File: config.mk
export PLATFORM = sky130hd
export DESIGN_NAME = lane_chk_serial_port
export DESIGN_NICKNAME = d
export VERILOG_FILES = /design/src/rtl/lane_chk_pkg.sv /design/src/rtl/lane_chk_serial_port.sv
export SDC_FILE = /design/constraint.sdc
export NUM_CORES = 1
export LEC_CHECK = 0
export BUFFER_PORTS_ARGS = -buffer_cell sky130_fd_sc_hd__buf_2
export CAP_MARGIN = 20
export CORE_UTILIZATION = 55
export DETAILED_ROUTE_END_ITERATION = 7
export PLACE_DENSITY_LB_ADDON = 0.1
export SLEW_MARGIN = 20
export SYNTH_ARGS = -nofsm -noshare
export SYNTH_HDL_FRONTEND = slang
export SYNTH_SLANG_ARGS = --single-unit
File: constraint.sdc
create_clock -name clk_i -period 3.1 [get_ports clk_i]
set_input_delay 0.62 -clock clk_i [delete_from_list [all_inputs] [get_ports clk_i]]
set_output_delay 0.62 -clock clk_i [all_outputs]
set_load 0.02 [all_outputs]
File: src/rtl/lane_chk_pkg.sv
package lane_chk_pkg;
  localparam int HDR_W      = 8;
  localparam int HDR_WR_BIT = 7;
  localparam int ADDR_W     = 2;

  typedef enum logic [ADDR_W-1:0] {
    REG_PATTERN = 2'd0,
    REG_CAPTURE = 2'd1,
    REG_ERRCNT  = 2'd2,
    REG_CONTROL = 2'd3
  } reg_addr_e;
endpackage

File: src/rtl/lane_chk_serial_port.sv
module lane_chk_serial_port
  import lane_chk_pkg::*;
#(
  parameter int DATA_W = 64
) (
  input  logic              clk_i,
  input  logic              rst_ni,
  input  logic              cs_i,
  input  logic              stb_i,
  input  logic              di_i,
  output logic              do_o,
  output reg_addr_e         rd_addr_o,
  input  logic [DATA_W-1:0] rd_data_i,
  output logic              wr_o,
  output reg_addr_e         wr_addr_o,
  output logic [DATA_W-1:0] wr_data_o
);
  localparam int FRAME_LEN = HDR_W + DATA_W;
  localparam int CNT_W     = $clog2(FRAME_LEN + 1);

  logic [CNT_W-1:0]  cnt_q;
  logic [HDR_W-1:0]  hdr_q;
  logic [HDR_W-1:0]  hdr_now;
  logic [DATA_W-1:0] sh_q;
  logic              step;
  logic              hdr_done;
  logic              in_data;

  assign step     = cs_i && stb_i && (cnt_q != CNT_W'(FRAME_LEN));
  assign hdr_now  = {hdr_q[HDR_W-2:0], di_i};
  assign hdr_done = step && (cnt_q == CNT_W'(HDR_W - 1));
  assign in_data  = cnt_q >= CNT_W'(HDR_W);

  assign rd_addr_o = reg_addr_e'(hdr_done ? hdr_now[ADDR_W-1:0] : hdr_q[ADDR_W-1:0]);
  assign wr_addr_o = reg_addr_e'(hdr_q[ADDR_W-1:0]);
  assign wr_o      = step && hdr_q[HDR_WR_BIT] && (cnt_q == CNT_W'(FRAME_LEN - 1));
  assign wr_data_o = {sh_q[DATA_W-2:0], di_i};
  assign do_o      = sh_q[DATA_W-1];

  always_ff @(posedge clk_i or negedge rst_ni) begin
    if (!rst_ni) begin
      cnt_q <= '0;
      hdr_q <= '0;
      sh_q  <= '0;
    end else if (!cs_i) begin
      cnt_q <= '0;
    end else if (step) begin
      cnt_q <= cnt_q + 1'b1;
      if (!in_data) hdr_q <= hdr_now;
      if (hdr_done)     sh_q <= rd_data_i;
      else if (in_data) sh_q <= {sh_q[DATA_W-2:0], di_i};
    end
  end

  assert_frame_abandon_R2: assert property (@(posedge clk_i) disable iff (!rst_ni)
    !cs_i |=> (cnt_q == '0));

  assert_no_write_idle_R2: assert property (@(posedge clk_i) disable iff (!rst_ni)
    !cs_i |-> !wr_o);
endmodule

# Word-level counts from Yosys, hierarchy flattened
# Index checks and enable logic that the tools add are counted.
[word_totals]
out_inout_bits = 70
word_cells = 23
register_bits = 79
[op_classes]
mux = 5
magnitude_cmp = 1
reduce_logical = 8
n_bitwise = 1
add_sub_neg = 1
n_eq_ne = 4
[op_table]
columns = ["op", "count"]
rows = [
  ["$mux W64", 2],
  ["$mux W7", 2],
  ["$add A7 B1 Y7 const B", 1],
  ["$eq A7 B3 Y1 const B", 1],
  ["$eq A7 B7 Y1 const B", 1],
  ["$ge A7 B4 Y1 const B", 1],
  ["$ne A7 B7 Y1 const B", 1],
  ["$reduce_and A3 Y1", 2],
  ["$logic_and A1 B1 Y1", 5],
  ["$mux W2", 1],
  ["$ne A2 B1 Y1 const B", 1],
  ["$reduce_bool A2 Y1", 1],
  ["$not A1 Y1", 1],
]

# Logic depth before layout (Yosys ltp)
# Gate-level depths: netlist of the first run.
[depth]
word_depth = 5
depth_mapped = 7
ltp_nobuf = 5

# Worst setup path before layout of the first run
# Ideal clock, no wire load.
[synth_timing]
path_type = "register -> output"
startpoint = "reg cnt_q[3]"
endpoint = "out rd_addr_o[0]"
path_buffers = 2
stages_incl_launch_ff = 6
required_ns = 2.480
arrival_ns = 1.790
slack_ns = 0.690
path_cell_list = "dfrtp_1 -> or4_4 -> nor2_4 -> buf_6 -> buf_6 -> mux2_2"
[synth_via]
elab_chain_len = 4
word_cells_on_any_way = 5
cone_classes = "2 x eq/ne; 1 x mux; 2 x reduce/logical"
[synth_rtl]
columns = ["item", "line_no", "rtl"]
rows = [
  ["start: declaration", "lane_chk_serial_port.sv:21", "logic [CNT_W-1:0] cnt_q;"],
  ["start signal: assignment", "lane_chk_serial_port.sv:48", "cnt_q <= cnt_q + 1'b1;"],
  ["$ne A7 B7 Y1", "lane_chk_serial_port.sv:29", "assign step = cs_i && stb_i && (cnt_q != CNT_W'(FRAME_LEN));"],
  ["$logic_and A1 B1 Y1", "lane_chk_serial_port.sv:29", ""],
  ["$logic_and A1 B1 Y1 (*)", "lane_chk_serial_port.sv:31", "assign hdr_done = step && (cnt_q == CNT_W'(HDR_W - 1));"],
  ["$mux W2 (*)", "lane_chk_serial_port.sv:34", "assign rd_addr_o = reg_addr_e'(hdr_done ? hdr_now[ADDR_W-1:0] : hdr_q[ADDR_W-1:0]);"],
  ["end: declaration", "lane_chk_serial_port.sv:12", "output reg_addr_e rd_addr_o,"],
]
# Every way passes the cells marked *; elsewhere a longest branch is shown, timed or not.

# Worst setup path after layout of the first run
[layout_timing]
startpoint = "reg cnt_q[3]"
endpoint = "out rd_addr_o[1]"
# Same word-level chain as after synthesis.

==> results of run 1 <==
[flip-flops by register name, summed over array words and instances (netlist names)]
signal and count:
cnt_q 7, hdr_q 8, sh_q 64
[routing by layer]
metal / share of wire, % / vias to the layer above / GRT usage [%]
met3: 5.2 / 9 / 5.50
met4: 1.5 / 0 / 7.92
met5: 0 / - / 0
met2: 48 / 81 / 34.1
met1: 45 / 1277 / 26.1
li1: - / 1257 / -
[power by group]
group          leakage, nW  internal, mW  switching (mW)
combinational         1.73        0.0831          0.0711
clock                0.105         0.441           0.355
sequential            1.09          1.07          0.0271
total                 2.92          1.60           0.453
[through the flow]
| stage | setup WS [ns] | hold WS, ns | utilization (%) | total power, mW | cell area (µm²) |
|---|---|---|---|---|---|
| floorplan | 0.690 | 0.324 | - | 1.19 | 4110 |
| global placement | 0.690 | 0.491 | 66.2 | 1.27 | 4800 |
| detailed placement | 0.619 | 0.492 | 66.2 | 1.27 | 4800 |
| CTS | 0.380 | 0.469 | 68.9 | 2.07 | 5000 |
| global route | 0.326 | 0.258 | 69.2 | 2.13 | 5020 |
| finish | 0.401 | 0.231 | 69.2 | 2.05 | 5020 |
[final cells by class]
cell class | count | area [µm²] | share of cell area [%]
flip-flops and latches | 79 | 1980 | 39.4
inverters | 3 | 11.3 | 0.224
clock inverters | 5 | 75.1 | 1.50
well taps | 99 | 124 | 2.47
repair buffers | 144 | 776 | 15.5
clock buffers | 9 | 124 | 2.47
multi-input cells | 175 | 1930 | 38.5
[cells in the final DEF, fill, tap and decap left out, drive strengths merged, types with 2 or more instances in the layout]
cell type	count
xnor2	5
inv	3
nand4	6
ha	2
nor2b	3
clkinv	3
mux2	138
nand2	3
and2	5
dfrtp	79
nor2	4
clkbuf	9
bufinv	2
buf	144
[Yosys cell counts, types with 2 or more instances]
library cell	instances	area share, %
dfrtp_1	79	48
mux2_2	64	18
mux2_1	44	12
mux2_4	30	11
buf_6	6	1.6
buf_8	6	2.2
nand4_1	6	0.91
and2_1	5	0.76
xnor2_1	5	1.1
buf_2	3	0.37
buf_4	3	0.55
inv_1	3	0.27
nand2_1	3	0.27
nor2b_1	3	0.46
ha_1	2	0.61
nor2_1	2	0.18
[worst max-delay path: stages, from the launching register on]
cell     delay [ns]
dfrtp_1        0.45
or4_4          0.59
nor2_4         0.18
mux2_2         0.36
buf_2          0.16
[cell families after synthesis]
group / after synthesis / share of synthesized area (%)
buffers and inverters: 21 / 5.02
AND/OR/NAND/NOR: 26 / 3.90
AO/OA/AOI/OAI: 3 / 0.548
multiplexers: 139 / 40.8
XOR/XNOR: 5 / 1.07
adder cells (fa/ha/maj): 2 / 0.609
flip-flops: 79 / 48.1
[final timing paths]
path | slack (ns) | to
setup / recovery | 0.40 | rd_addr_o[1]
hold / removal | 0.23 | sh_q[24]
setup reg to reg | 0.62 | sh_q[46]
hold reg to reg | 0.51 | sh_q[54]
max in group asynchronous | 2.28 | sh_q[46]
min in group clk_i | 0.51 | sh_q[54]
==> metrics.md, run 1 <==
| Metric | Value |
|---|---|
| Status | `completed` |
| Final Hold Vio Count | `0` |
| Achievable Freq | `between 300 and 400 MHz` |
| Fillers | `560` |
| Layout Cells excl Fill | `514` |
| Initial antenna violation count | `0` |
| Post CTS Setup Buffer Count | `0` |
| DR vias/cell | `5.11` |
| Sequential area share after synthesis | `between 40% and 50%` |
| Worst skew pair latency | `0.34 ns` |
| Tcrit/Tclk final | `between 80% and 90%` |
| Crit path DAT | `about 2.1 ns` |
| RSZ-0062 raised after global routing | `no` |
| Relative slew slack | `roughly 67%` |
| Port bufs | `around 140` |
| Core box area | `roughly 7300 µm²` |
| Placed cells | `~500` |
| Antenna cell count | `0` |
| Synthesis Warnings | `0` |
| Chip width | `88.5 µm` |
| Site Rows | `31` |
| Post-synthesis cell count | `between 200 and 300` |
| Worst vdd ir | `between 0.0003 and 0.0004 V` |
| Global-route wire length before repair | `approximately 12 mm` |
| Synthesized area per cell | `around 15 µm²` |
| Slew Limit Fails | `0` |
| Post-CTS Resized | `0` |
| DRC viols | `0` |
| Final setup TNS | `0 ns` |
| DRT antenna net count | `0` |
| Initial Utilization | `a little under three fifths` |
| Layout cell share with drive strength beyond 1 | `61.7%` |
| Endpoint class of the critical path | `output port` |
| Power per cell area | `~410 nW/µm²` |
| IO Count | `roughly 140` |
| Largest net degree at the start of global routing | `80` |
| Worst Path Max Fanout | `6` |
| Drt first-iter violations | `just under 80` |
| Routed vias | `2624` |
| GRT overflow | `0` |
| R2r worst-path depth | `5` |
| Worst hold path class | `in2async` |
| GRT Overall Usage | `20.7%` |
| MaxCap Viol Count | `0` |
| Synth Flop Type | `dfrtp_1` |
| Routability Congestion | `0.749` |
| Tmin final | `2.70 ns` |
| Worst Setup SP | `cnt_q[3]` |
| Worst-case clock buffer depth | `2` |
| Routed wire length per instance | `15.3 µm` |
| EDFF count, synth | `0` |
| Cts hold-fix bufs | `0` |
| Final setup fails | `0` |
| Yosys cell types | `27` |
| Slew at the pin with the worst max-slew slack | `between 0.4 and 0.5 ns` |
| Synth Register Bits | `79` |
| Clock-pin transition on the worst setup and hold timing paths | `roughly 0.080 ns` |
| Syn-to-layout area delta | `22.0%` |
| Post-synthesis async set-or-reset flop share | `100%` |
| CTS Buf Count | `9` |
| Critical Path RT | `approximately 2.5 ns` |
| Hpwl dp | `~5.5 mm` |
| Cell area after synthesis | `just over 4000 µm²` |
| RR Startpoint | `cnt_q[3]` |
| Crit start category | `flop` |
| Final #Nets | `a little under 500` |
| LEAKAGE | `slightly below 3 nW` |
| Worst Path Class, Setup | `reg2out` |
| Vias in the first global route | `2545` |
| Die area | `7830 µm²` |
| CTS tree | `done` |
| Pre-antenna DRT Iters | `4` |
| Die height | `around 90 µm` |
| CTS H-Tree Depth | `3` |
| Detailed Route WL | `slightly below 8 mm` |
| Syn nets | `346` |
| CTS sink cnt | `about 80` |
| Worst Skew | `between 0.01 and 0.015 ns` |
| Clock root cell | `clkbuf_8` |
No activity file was read; power rests on OpenSTA's default activity.
==> run 2: changes to the inputs <==
--- a/config.mk
+++ b/config.mk
@@ -7,7 +7,7 @@
 export LEC_CHECK = 0
 export BUFFER_PORTS_ARGS = -buffer_cell sky130_fd_sc_hd__buf_2
 export CAP_MARGIN = 20
-export CORE_UTILIZATION = 55
+export CORE_UTILIZATION = 50
 export DETAILED_ROUTE_END_ITERATION = 7
 export PLACE_DENSITY_LB_ADDON = 0.1
 export SLEW_MARGIN = 20
==> run 2 against run 1 <==
  * Count of clock-buffer cells in the layout increased by 5
  * Final cell count rose by 0.58%
  * Worst setup slack gained 0.034 ns
  * Fmax increased by 1.3%
  * Critical path depth did not move
  * Design area is essentially flat
  * Critical endpoint is now rd_addr_o[0]
  * Largest cell class unchanged
==> metrics.md, run 2 (synthesized netlist as in run 1, its figures left out) <==
| Metric | Value |
|---|---|
| Core box area | `7850 µm²` |
| Hpwl dp | `around 5.3 mm` |
| Worst-case clock buffer depth | `2` |
| Final setup fails | `0` |
| RR Startpoint | `cnt_q[3]` |
| IO Count | `139` |
| Clock-pin transition on the worst setup and hold timing paths | `about 0.080 ns` |
| Hold WS | `a little over 0.2 ns` |
| GR Layer Usage met1 | `25.2%` |
| Routability Congestion | `approximately 0.76` |
| Vias in the first global route | `approximately 2.7k` |
| Post-CTS Resized | `0` |
| Clock root cell | `clkbuf_8` |
| DR vias/cell | `between 5 and 6` |
| Worst hold path class | `in2async` |
| Worst Path Max Fanout | `6` |
| Detailed Route WL | `roughly 7.7 mm` |
| Antenna cell count | `0` |
| Worst Path Class, Setup | `reg2out` |
| CTS H-Tree Depth | `3` |
| Tmin final | `around 2.7 ns` |
| Highest-count cells in the layout ignoring fill and taps | `137 x buf_2, 79 x dfrtp_1, 64 x mux2_2` |
| Pre-antenna DRT Iters | `4` |
| Largest net degree at the start of global routing | `80` |
| Critical Path RT | `~2.5 ns` |
| Routed wire length per instance | `~15 µm` |
| Post CTS Setup Buffer Count | `0` |
| LEAKAGE | `2.90 nW` |
| Max reg flops | `between 60 and 70` |
| Worst vdd ir | `0.000266 V` |
| Largest Register | `sh_q` |
| Pre-CTS WS | `~0.67 ns` |
| Port bufs | `about 140` |
| Worst skew pair latency | `around 0.35 ns` |
| Top flop regs | `sh_q (64), hdr_q (8), cnt_q (7)` |
| Final setup TNS | `0 ns` |
| DRT antenna net count | `0` |
| GRT Max-Usage Layer | `met2` |
| Crit path DAT | `slightly above 2 ns` |
| M2 GR Usage | `29.8%` |
| Crit start category | `flop` |
| CTS Buf Count | `9` |
| Relative slew slack | `between 60% and 70%` |
| Slew Limit Fails | `0` |
| Achievable Freq | `375 MHz` |
| R2R Path End | `sh_q[45]` |
| Status | `completed` |
| Design area | `~5000 µm²` |
| Cts hold-fix bufs | `0` |
| Most common library cell in the layout ignoring fill and taps | `buf_2` |
| Die area | `approximately 8600 µm²` |
| Site Rows | `32` |
| Initial antenna violation count | `0` |
| GRT Overall Usage | `a little under a fifth` |
| Layout Cells excl Fill | `517` |
| Final worst slack | `0.435 ns` |
| Flop2flop setup slack | `0.69 ns` |
| Routed vias | `roughly 2.7k` |
| Worst Setup SP | `cnt_q[3]` |
| Chip width | `roughly 90 µm` |
| DRC viols | `0` |
| Worst Skew | `0.00848 ns` |
| Met3 GRT Util | `between 4 and 5%` |
| Tcrit/Tclk final | `between 80% and 90%` |
| Global-route wire length before repair | `between 10 and 15 mm` |
| Die height | `92.7 µm` |
| Drt first-iter violations | `32` |
| Syn-to-layout area delta | `21.9%` |
| Initial Utilization | `between 50 and 60%` |
| Endpoint class of the critical path | `output port` |
| MaxCap Viol Count | `0` |
| Layout cell share with drive strength beyond 1 | `approximately three fifths` |
| GRT overflow | `0` |
| R2r worst-path depth | `5` |
| CTS sink cnt | `79` |
| Fillers | `approximately 650` |
| Final Hold Vio Count | `0` |
| Final #Nets | `approximately 480` |
| Post-DP Area | `around 4800 µm²` |
| Slew at the pin with the worst max-slew slack | `approximately 0.47 ns` |
| RSZ-0062 raised after global routing | `no` |
| CTS tree | `done` |
| Placed cells | `500` |
| Power per cell area | `between 400 and 500 nW/µm²` |
## run 2: cell type report
type / count / area [µm²] / share of cell area (%)
Clock inverter: 2 / 37.5 / 0.749
Inverter: 3 / 11.3 / 0.225
Clock buffer: 14 / 173 / 3.44
Timing Repair Buffer: 142 / 756 / 15.1
Sequential cell: 79 / 1980 / 39.4
Multi-Input combinational cell: 175 / 1930 / 38.5
Tap cell: 102 / 128 / 2.55
## run 2: critical path, stage by stage, from the launching register on
cell     delay, ns
dfrtp_1       0.44
or4_4         0.59
nor2_4        0.16
mux2_2        0.35
buf_2         0.16
## run 2: worst max path at each step
stage                   end  slack [ns]  cells past startpoint
2_1_floorplan  rd_addr_o[0]        0.69                      5
3_3_place_gp       sh_q[54]        0.73                      5
3_5_place_dp       sh_q[45]        0.67                      5
4_1_cts        rd_addr_o[0]        0.41                      4
5_1_grt        rd_addr_o[1]        0.34                      4
6_report       rd_addr_o[0]        0.43                      4
## run 2: power breakdown
part	internal [mW]	switching [mW]	leakage (nW)
Clock	0.439	0.357	0.103
Combinational	0.0842	0.0720	1.71
Sequential	1.07	0.0268	1.09
Total	1.60	0.456	2.90
## run 2: routing by layer
| layer | wire, µm | vias up |
|---|---|---|
| li1 | - | 1262 |
| met1 | 3450 | 1318 |
| met2 | 3580 | 96 |
| met3 | 471 | 13 |
| met4 | 153 | 0 |
| met5 | 0 | - |
## run 2: through the flow
stage	utilization [%]	power (mW)
detailed placement	60.8	1.28
finish	63.9	2.05
CTS	63.5	2.08
floorplan	-	1.19
global placement	60.8	1.27
global route	63.9	2.14
